## src/rtl/lut_xlat_pkg.sv

```systemverilog
package lut_xlat_pkg;
  parameter int unsigned XL_IDX_W = 6;
  parameter int unsigned XL_OFF_W = 25;

  function automatic int unsigned xl_addr_w(int unsigned idx_w, int unsigned off_w);
    return 1 + idx_w + off_w;
  endfunction
endpackage

```

## src/rtl/xlat_table.sv

```systemverilog
module xlat_table #(
  parameter int unsigned IDX_W = 6,
  parameter int unsigned UP_W  = 7
) (
  input  logic             clk,
  input  logic             rst,
  input  logic             wr_en,
  input  logic [IDX_W-1:0] wr_idx,
  input  logic [UP_W-1:0]  wr_upper,
  input  logic             wr_valid,
  input  logic [IDX_W-1:0] rd_idx,
  output logic [UP_W-1:0]  rd_upper,
  output logic             rd_valid
);
  localparam int unsigned ENTRIES = 1 << IDX_W;

  logic [UP_W-1:0]    mem [ENTRIES];
  logic [ENTRIES-1:0] vld_vec;

  // storage without reset, read-before-write: block RAM friendly
  always_ff @(posedge clk) begin
    if (wr_en) mem[wr_idx] <= wr_upper;
    rd_upper <= mem[rd_idx];
  end

  always_ff @(posedge clk) begin
    if (rst) begin
      vld_vec  <= '0;
      rd_valid <= 1'b0;
    end else begin
      if (wr_en) vld_vec[wr_idx] <= wr_valid;
      rd_valid <= vld_vec[rd_idx];
    end
  end

  // an invalidating write clears the entry's flag
  a_r8_invalidate: assert property (@(posedge clk) disable iff (rst)
    (wr_en && !wr_valid) |=> !vld_vec[$past(wr_idx)]);

  // read sees the value present before a same-cycle write
  a_r6_old_value: assert property (@(posedge clk) disable iff (rst)
    (wr_en && (wr_idx == rd_idx) && !$past(rst)) |=> (rd_valid == $past(vld_vec[rd_idx])));
endmodule

```

## src/rtl/xlat_window.sv

```systemverilog
module xlat_window (
  input  logic clk,
  input  logic rst,
  input  logic base_en,
  input  logic base_val,
  input  logic top_bit,
  output logic in_win,
  output logic base_q
);
  always_ff @(posedge clk) begin
    if (rst)          base_q <= 1'b0;
    else if (base_en) base_q <= base_val;
  end

  assign in_win = (top_bit == base_q);

  // base register follows a write on the next cycle
  a_r9_base_update: assert property (@(posedge clk) disable iff (rst)
    base_en |=> (base_q == $past(base_val)));
endmodule

```

## src/rtl/xlat_assemble.sv

```systemverilog
module xlat_assemble #(
  parameter int unsigned OFF_W = 25,
  parameter int unsigned UP_W  = 7
) (
  input  logic                  clk,
  input  logic                  rst,
  input  logic                  req_vld,
  input  logic                  in_win,
  input  logic [OFF_W-1:0]      offset,
  input  logic [UP_W-1:0]       ent_upper,
  input  logic                  ent_valid,
  output logic                  out_vld,
  output logic                  out_miss,
  output logic [UP_W+OFF_W-1:0] out_addr
);
  logic             vld_q;
  logic             win_q;
  logic [OFF_W-1:0] off_q;
  logic             hit;

  always_ff @(posedge clk) begin
    if (rst) begin
      vld_q <= 1'b0;
      win_q <= 1'b0;
      off_q <= '0;
    end else begin
      vld_q <= req_vld;
      win_q <= in_win;
      off_q <= offset;
    end
  end

  assign hit      = vld_q && win_q && ent_valid;
  assign out_vld  = vld_q;
  assign out_miss = vld_q && !hit;
  assign out_addr = hit ? {ent_upper, off_q} : '0;

  // quiet outputs when no result is presented
  a_r5_quiet: assert property (@(posedge clk) disable iff (rst)
    !out_vld |-> (!out_miss && (out_addr == '0)));

  // a miss never carries an address
  a_r4_zero_on_miss: assert property (@(posedge clk) disable iff (rst)
    out_miss |-> (out_addr == '0));
endmodule

```

## src/rtl/lut_xlat_top.sv

```systemverilog
module lut_xlat_top
  import lut_xlat_pkg::*;
#(
  parameter int unsigned IDX_W = XL_IDX_W,
  parameter int unsigned OFF_W = XL_OFF_W,
  localparam int unsigned ADDR_W = xl_addr_w(IDX_W, OFF_W),
  localparam int unsigned UP_W   = ADDR_W - OFF_W
) (
  input  logic              clk,
  input  logic              rst,
  input  logic              cfg_en,
  input  logic [IDX_W-1:0]  cfg_idx,
  input  logic [UP_W-1:0]   cfg_upper,
  input  logic              cfg_valid,
  input  logic              base_en,
  input  logic              base_val,
  input  logic              req_vld,
  input  logic [ADDR_W-1:0] req_addr,
  output logic              out_vld,
  output logic              out_miss,
  output logic [ADDR_W-1:0] out_addr
);
  logic [IDX_W-1:0] lk_idx;
  logic [UP_W-1:0]  ent_upper;
  logic             ent_valid;
  logic             in_win;
  logic             base_q;

  assign lk_idx = req_addr[OFF_W +: IDX_W];

  xlat_table #(.IDX_W(IDX_W), .UP_W(UP_W)) u_table (
    .clk(clk), .rst(rst),
    .wr_en(cfg_en), .wr_idx(cfg_idx), .wr_upper(cfg_upper), .wr_valid(cfg_valid),
    .rd_idx(lk_idx), .rd_upper(ent_upper), .rd_valid(ent_valid)
  );

  xlat_window u_window (
    .clk(clk), .rst(rst),
    .base_en(base_en), .base_val(base_val),
    .top_bit(req_addr[ADDR_W-1]),
    .in_win(in_win), .base_q(base_q)
  );

  xlat_assemble #(.OFF_W(OFF_W), .UP_W(UP_W)) u_asm (
    .clk(clk), .rst(rst),
    .req_vld(req_vld), .in_win(in_win), .offset(req_addr[OFF_W-1:0]),
    .ent_upper(ent_upper), .ent_valid(ent_valid),
    .out_vld(out_vld), .out_miss(out_miss), .out_addr(out_addr)
  );

  // a request yields a result on the next cycle
  a_r5_latency: assert property (@(posedge clk) disable iff (rst)
    req_vld |=> out_vld);

  // out-of-window request misses
  a_r3_window_miss: assert property (@(posedge clk) disable iff (rst)
    (req_vld && (req_addr[ADDR_W-1] != base_q)) |=> out_miss);

  // offset passes through on a hit
  a_r1_offset: assert property (@(posedge clk) disable iff (rst)
    req_vld |=> (out_miss || (out_addr[OFF_W-1:0] == $past(req_addr[OFF_W-1:0]))));
endmodule

```

## config.mk

```make
export PLATFORM = sky130hd
export DESIGN_NAME = lut_xlat_top
export DESIGN_NICKNAME = d
export VERILOG_FILES = /design/src/rtl/lut_xlat_pkg.sv /design/src/rtl/xlat_table.sv /design/src/rtl/xlat_window.sv /design/src/rtl/xlat_assemble.sv /design/src/rtl/lut_xlat_top.sv
export SDC_FILE = /design/constraint.sdc
export NUM_CORES = 1
export LEC_CHECK = 0
export ABC_AREA = 1
export BUFFER_PORTS_ARGS = -buffer_cell sky130_fd_sc_hd__buf_4
export CORE_MARGIN = 3
export CORE_UTILIZATION = 30
export CTS_BUF_LIST = sky130_fd_sc_hd__clkbuf_4
export DETAILED_ROUTE_END_ITERATION = 7
export GPL_TIMING_DRIVEN = 0
export HOLD_SLACK_MARGIN = 0.05
export PLACE_DENSITY = 0.56
export SLEW_MARGIN = 20
export SYNTH_ARGS = -nofsm -noshare
export SYNTH_HDL_FRONTEND = slang
export SYNTH_SLANG_ARGS = --single-unit
```

## constraint.sdc

```tcl
create_clock -name clk -period 1.6 [get_ports clk]
set_input_delay 0.24 -clock clk [delete_from_list [all_inputs] [get_ports clk]]
set_output_delay 0.24 -clock clk [all_outputs]
set_load 0.1 [all_outputs]
```

== Word level (Yosys, flattened, before mapping) ==
Memory sizes are Yosys's and may differ from the RTL's. A register that Yosys moved wholly into a read port is not among the register bits.
Index checks and enable logic that the tools add are counted.
W data, S select, Z words.
Cells by class
  magnitude comparators: 3
  equal/unequal tests: 1
  muxes and demuxes: 8
  reductions and logical operators: 5
Operators with widths (number)
  $bwmux W64: 1
  $mux W32: 1
  $lt A6 B7 Y1 const B: 2
  $bmux W1 S6: 1
  $demux W1 S6: 1
  $ge A6 B1 Y1 const B: 1
  $logic_and A1 B1 Y1: 4
  $mux W1: 4
  $eq A1 B1 Y1: 1
  $logic_not A1 Y1: 1
Word-level totals
  register bits after elaboration: 93
  bits in writable memories: 448
  input bits: 52
  output and inout port bits: 34
  memories kept: 1
Memories
  u_table.mem: depth 64, bits a word 7, rd ports 1, clocked after Yosys merged registers in 1, write ports 1, RTL line xlat_table.sv:17  | logic [UP_W-1:0] mem [ENTRIES];

== Logic depth before layout (Yosys ltp) ==
  depth after elaboration: 5
  depth in mapped cells: 12
  mapped depth without buffers: 9

== Cells and area by module ==
A second synthesis with hierarchy kept.
Second synthesis, totals
  cell total of the unflattened synthesis: 2171
  area total of the unflattened synthesis: 22760.6 µm²
Modules (own cells, without submodules)
  xlat_table: times used 1, cells an instance 2010, area an instance 21549.4 µm², sequential area each 14894.3 µm²
  xlat_assemble: times used 1, cells an instance 153, area an instance 1159.9 µm², sequential area each 540.5 µm²
  xlat_window: times used 1, cells an instance 8, area an instance 51.3 µm², sequential area each 20.0 µm²

== Least setup slack after synthesis ==
Ideal clock, no wire load.
  path kind: flip-flop to output port
  start: reg u_asm.vld_q (netlist: u_asm.out_vld)
  end: out out_miss
  data arrival time: 3227 ps
  setup slack: -1867 ps
  cell stages (with the launch flop): 2
  path through: dfxtp_1 > a21boi_0
Between the ends
  cells in the longest elaborated chain, start to end: 4
Ends and longest elaborated chain
  from (decl): RTL line xlat_assemble.sv:16  | logic vld_q;
  from (signal assigned): RTL line xlat_assemble.sv:27  | vld_q <= req_vld;
  $logic_and A1 B1 Y1 (2 in series): RTL line xlat_assemble.sv:33  | assign hit = vld_q && win_q && ent_valid;
  $logic_not A1 Y1: RTL line xlat_assemble.sv:35  | assign out_miss = vld_q && !hit;
  $logic_and A1 B1 Y1 (*): RTL line xlat_assemble.sv:35
  to (decl): RTL line lut_xlat_top.sv:20  | output logic out_miss,
Every way passes the cells marked *; elsewhere a longest branch is shown, timed or not.

== Worst setup path after layout ==
  start: reg u_table.rd_valid
  end: out out_addr[0]
Between the ends
  cells in the longest elaborated chain, start to end: 2
Ends and longest elaborated chain
  from (decl): RTL line xlat_table.sv:13  | output logic rd_valid
  from (signal assigned): RTL line xlat_table.sv:32  | rd_valid <= vld_vec[rd_idx];
  $logic_and A1 B1 Y1: RTL line xlat_assemble.sv:33
  $mux W32: RTL line xlat_assemble.sv:36  | assign out_addr = hit ? {ent_upper, off_q} : '0;
  to (decl): RTL line lut_xlat_top.sv:21  | output logic [ADDR_W-1:0] out_addr
Every way passes these cells.

==> metrics.txt <==
Worst-path clk slew approximately 0.060 ns; vias in the first global route 18100; filler instances 7207; post-route total power approximately 0.031 W; cell accounting for the most synthesized area edfxtp_1; CP Buf/Inv Count 3; Routed Wire Length ~77000 um; Reg-to-Reg End u_table.rd_upper[4]; hold_sp cfg_idx[3]; wire per inst 21.6 um; Initial Util 30.6%; Hold EP u_table.mem[6][2]; endpoints failing setup 287; fmax 0.442 GHz; vias post-DR ~18000; top-level port count 86; synthesis-to-layout area growth 25.2%; die footprint about 79000 um^2; Leakage around 10 nW; synth top area cells edfxtp_1 60%, nand2_1 9.4%, dfxtp_1 8.9%; max-slew violations 0; fraction of layout cells with a size suffix above 1 a little under a fifth; placed cell area 24700 um^2; worst setup margin -0.660 ns; initial antenna violation count 4; Hold Path Cell Cnt 4; Global Route Usage Sum between 15 and 20%; reg2reg path depth 8; total CTS buffers 150; Final Cell Area 28300 um^2; cell family contributing the most delay on the critical path buffers and inverters; Worst IR Drop VDD between 0.7 and 0.8 mV; row count 99; DRT iter0 DRCs around 1800; WP data arrival 2.02 ns; gpl congestion approximately 0.95; crit path kind reg2out; synthesized netlist net count 2218; Die Span Y 280 um; Root Buffer clkbuf_4; Die Wd ~280 um; Core Region 73800 um^2; total gr overflow 0; Cell Pwr Density approximately 1100 nW/um^2; drt first pass iters 6; commonest non-fill, non-tap cell in the layout nand2_1; commonest cells after routing, fill and taps aside 563 x nand2_1, 448 x edfxtp_1, 334 x nand3_1; min Tclk post-route 2.26 ns; Ys Warns 0; crit path capture type primary output; Relative slew margins about 27%; fin crit share 141%; largest net degree at the start of global routing 65; largest stage delay on the critical path roughly 0.35 ns; Netlist cell types 22; clock tree buffer depth 3; sequential area share after synthesis between 60 and 70%; H-tree depth 4; Sink Count 548; status complete, but fails checks; skew final roughly 0.041 ns; Hold Crit Class in2reg; Worst Setup Start Kind flop; number of I/O port buffers 80; DRC errors left 0; vias per cell approximately 5.1; Yosys reg bits 548; worst endpoint required time roughly 1.4 ns; Clock Latency Late Sink 1.00 ns; DP HPWL roughly 50000 um; first-pass GRT wire length roughly 110000 um; worst r2r src u_table.mem[3][4]; failing checks setup timing; CTS tree done; reg-to-reg slack, setup 0.06 ns; area share of the largest cell type after synthesis about three fifths; Slew @ Worst Pin 1.09 ns; CP max-delay cell dfxtp_2; syn_area_per_cell around 10 um^2; final core utilization between 30% and 40%; maximum capacitance violations 0; unrepaired setup endpoints after global routing true; Crit Path Max Fanout 5; crit path cell chain nand3_4, buf_4, buf_6, nor2_4, buf_12; antenna-violating nets left 0; hold violation total from the final report 0; Post-Synthesis Cells about 2200; mapped cell area about 23000 um^2; nets@finish between 2000 and 3000
-- final cells by class --
cell class / instances / area, um^2 / share of cell area, %
flip-flops and latches: 548 / 15500 / 54.6
multi-input cells: 1366 / 6260 / 22.1
repair buffers: 189 / 2110 / 7.46
clock buffers: 232 / 1740 / 6.16
well taps: 959 / 1200 / 4.24
plain buffers: 143 / 841 / 2.97
inverters: 109 / 417 / 1.47
clock inverters: 27 / 258 / 0.911
diodes: 2 / 5.00 / 0.0177
-- synth_stat cells (all sizes together) --
cell type,count
nand3,335
xor2,1
a21boi,1
nor3,28
buf,94
nand2,564
mux2i,1
nor2,194
edfxtp,448
o21ai,131
o22ai,21
clkbuf,49
inv,109
dfxtp,100
a21oi,90
-- worst reg2reg max path: stages, from the launching register on --
cell and delay [ns]:
edfxtp_1 0.36, nand2_1 0.08, nand3_1 0.11, nand3_1 0.14
nand2_1 0.13, a21oi_1 0.26, nand2_1 0.16, nand3_1 0.11
nand2_1 0.09
-- state kept, by name (all words and copies together), names as in the netlist --
signal            count
u_table.rd_valid      1
u_asm.win_q           1
u_table.vld_vec      64
u_table.rd_upper      7
u_table.mem         448
u_asm.off_q          25
u_window.base_q       1
u_asm.out_vld         1
-- worst max path at each step --
stage                     startpoint           endpoint  cells after the start
global placement          cfg_idx[0]  u_table.mem[8][5]                      7
finish              u_table.rd_valid        out_addr[0]                      5
detailed placement        cfg_idx[0]  u_table.mem[8][5]                      7
global route        u_table.rd_valid        out_addr[0]                      5
floorplan              u_asm.out_vld       out_addr[11]                      3
CTS                    u_asm.out_vld       out_addr[10]                      4
-- cell families (layout without fill, tap and decap cells) --
family	after synthesis	count (layout)	share of synthesized area, %
other	0	2	0
flip-flops	548	548	68.4
XOR/XNOR	1	1	0.0388
AND/OR/NAND/NOR	1121	1121	20.6
buffers and inverters	252	700	5.36
multiplexers	1	1	0.0443
AO/OA/AOI/OAI	243	243	5.51
-- where the power goes --
group | total (W) | switching, W | internal [W]
logic | 0.00256 | 0.00180 | 0.000764
clock network | 0.0132 | 0.00586 | 0.00736
registers | 0.0156 | 0.0000473 | 0.0156
total | 0.0314 | 0.00771 | 0.0237
-- per-layer routing --
layer | GRT usage, % | up-vias | part of all wire (%) | routed length, um
met2 | 31.2 | 897 | 47 | 36000
met1 | 24.8 | 8837 | 41 | 31400
met3 | 5.04 | 214 | 8.6 | 6610
met4 | 9.03 | 0 | 4.1 | 3150
li1 | - | 8206 | - | -
met5 | 0 | - | 0 | 0
-- through the flow --
stage          worst slack [ns]  hold slack, ns  setup TNS [ns]  cells
2_1_floorplan            -0.118           0.337           -2.55   2166
3_3_place_gp             -0.884           0.444         -271.78   3205
3_5_place_dp             -0.959           0.447         -283.85   3205
4_1_cts                  -0.778           0.125          -44.77   3570
5_1_grt                  -0.750          0.0367          -74.15   3574
6_report                 -0.660          0.0653          -65.34   3575
-- what timing repair did --
action	CTS	global route
hold endpoints to repair	796	145
setup buffers	4	2
cloned	0	0
gates resized for setup	110	29
hold buffers	102	4
pin swaps	1	3
setup endpoints to repair	36	383
(Power assumes the default switching activity.)
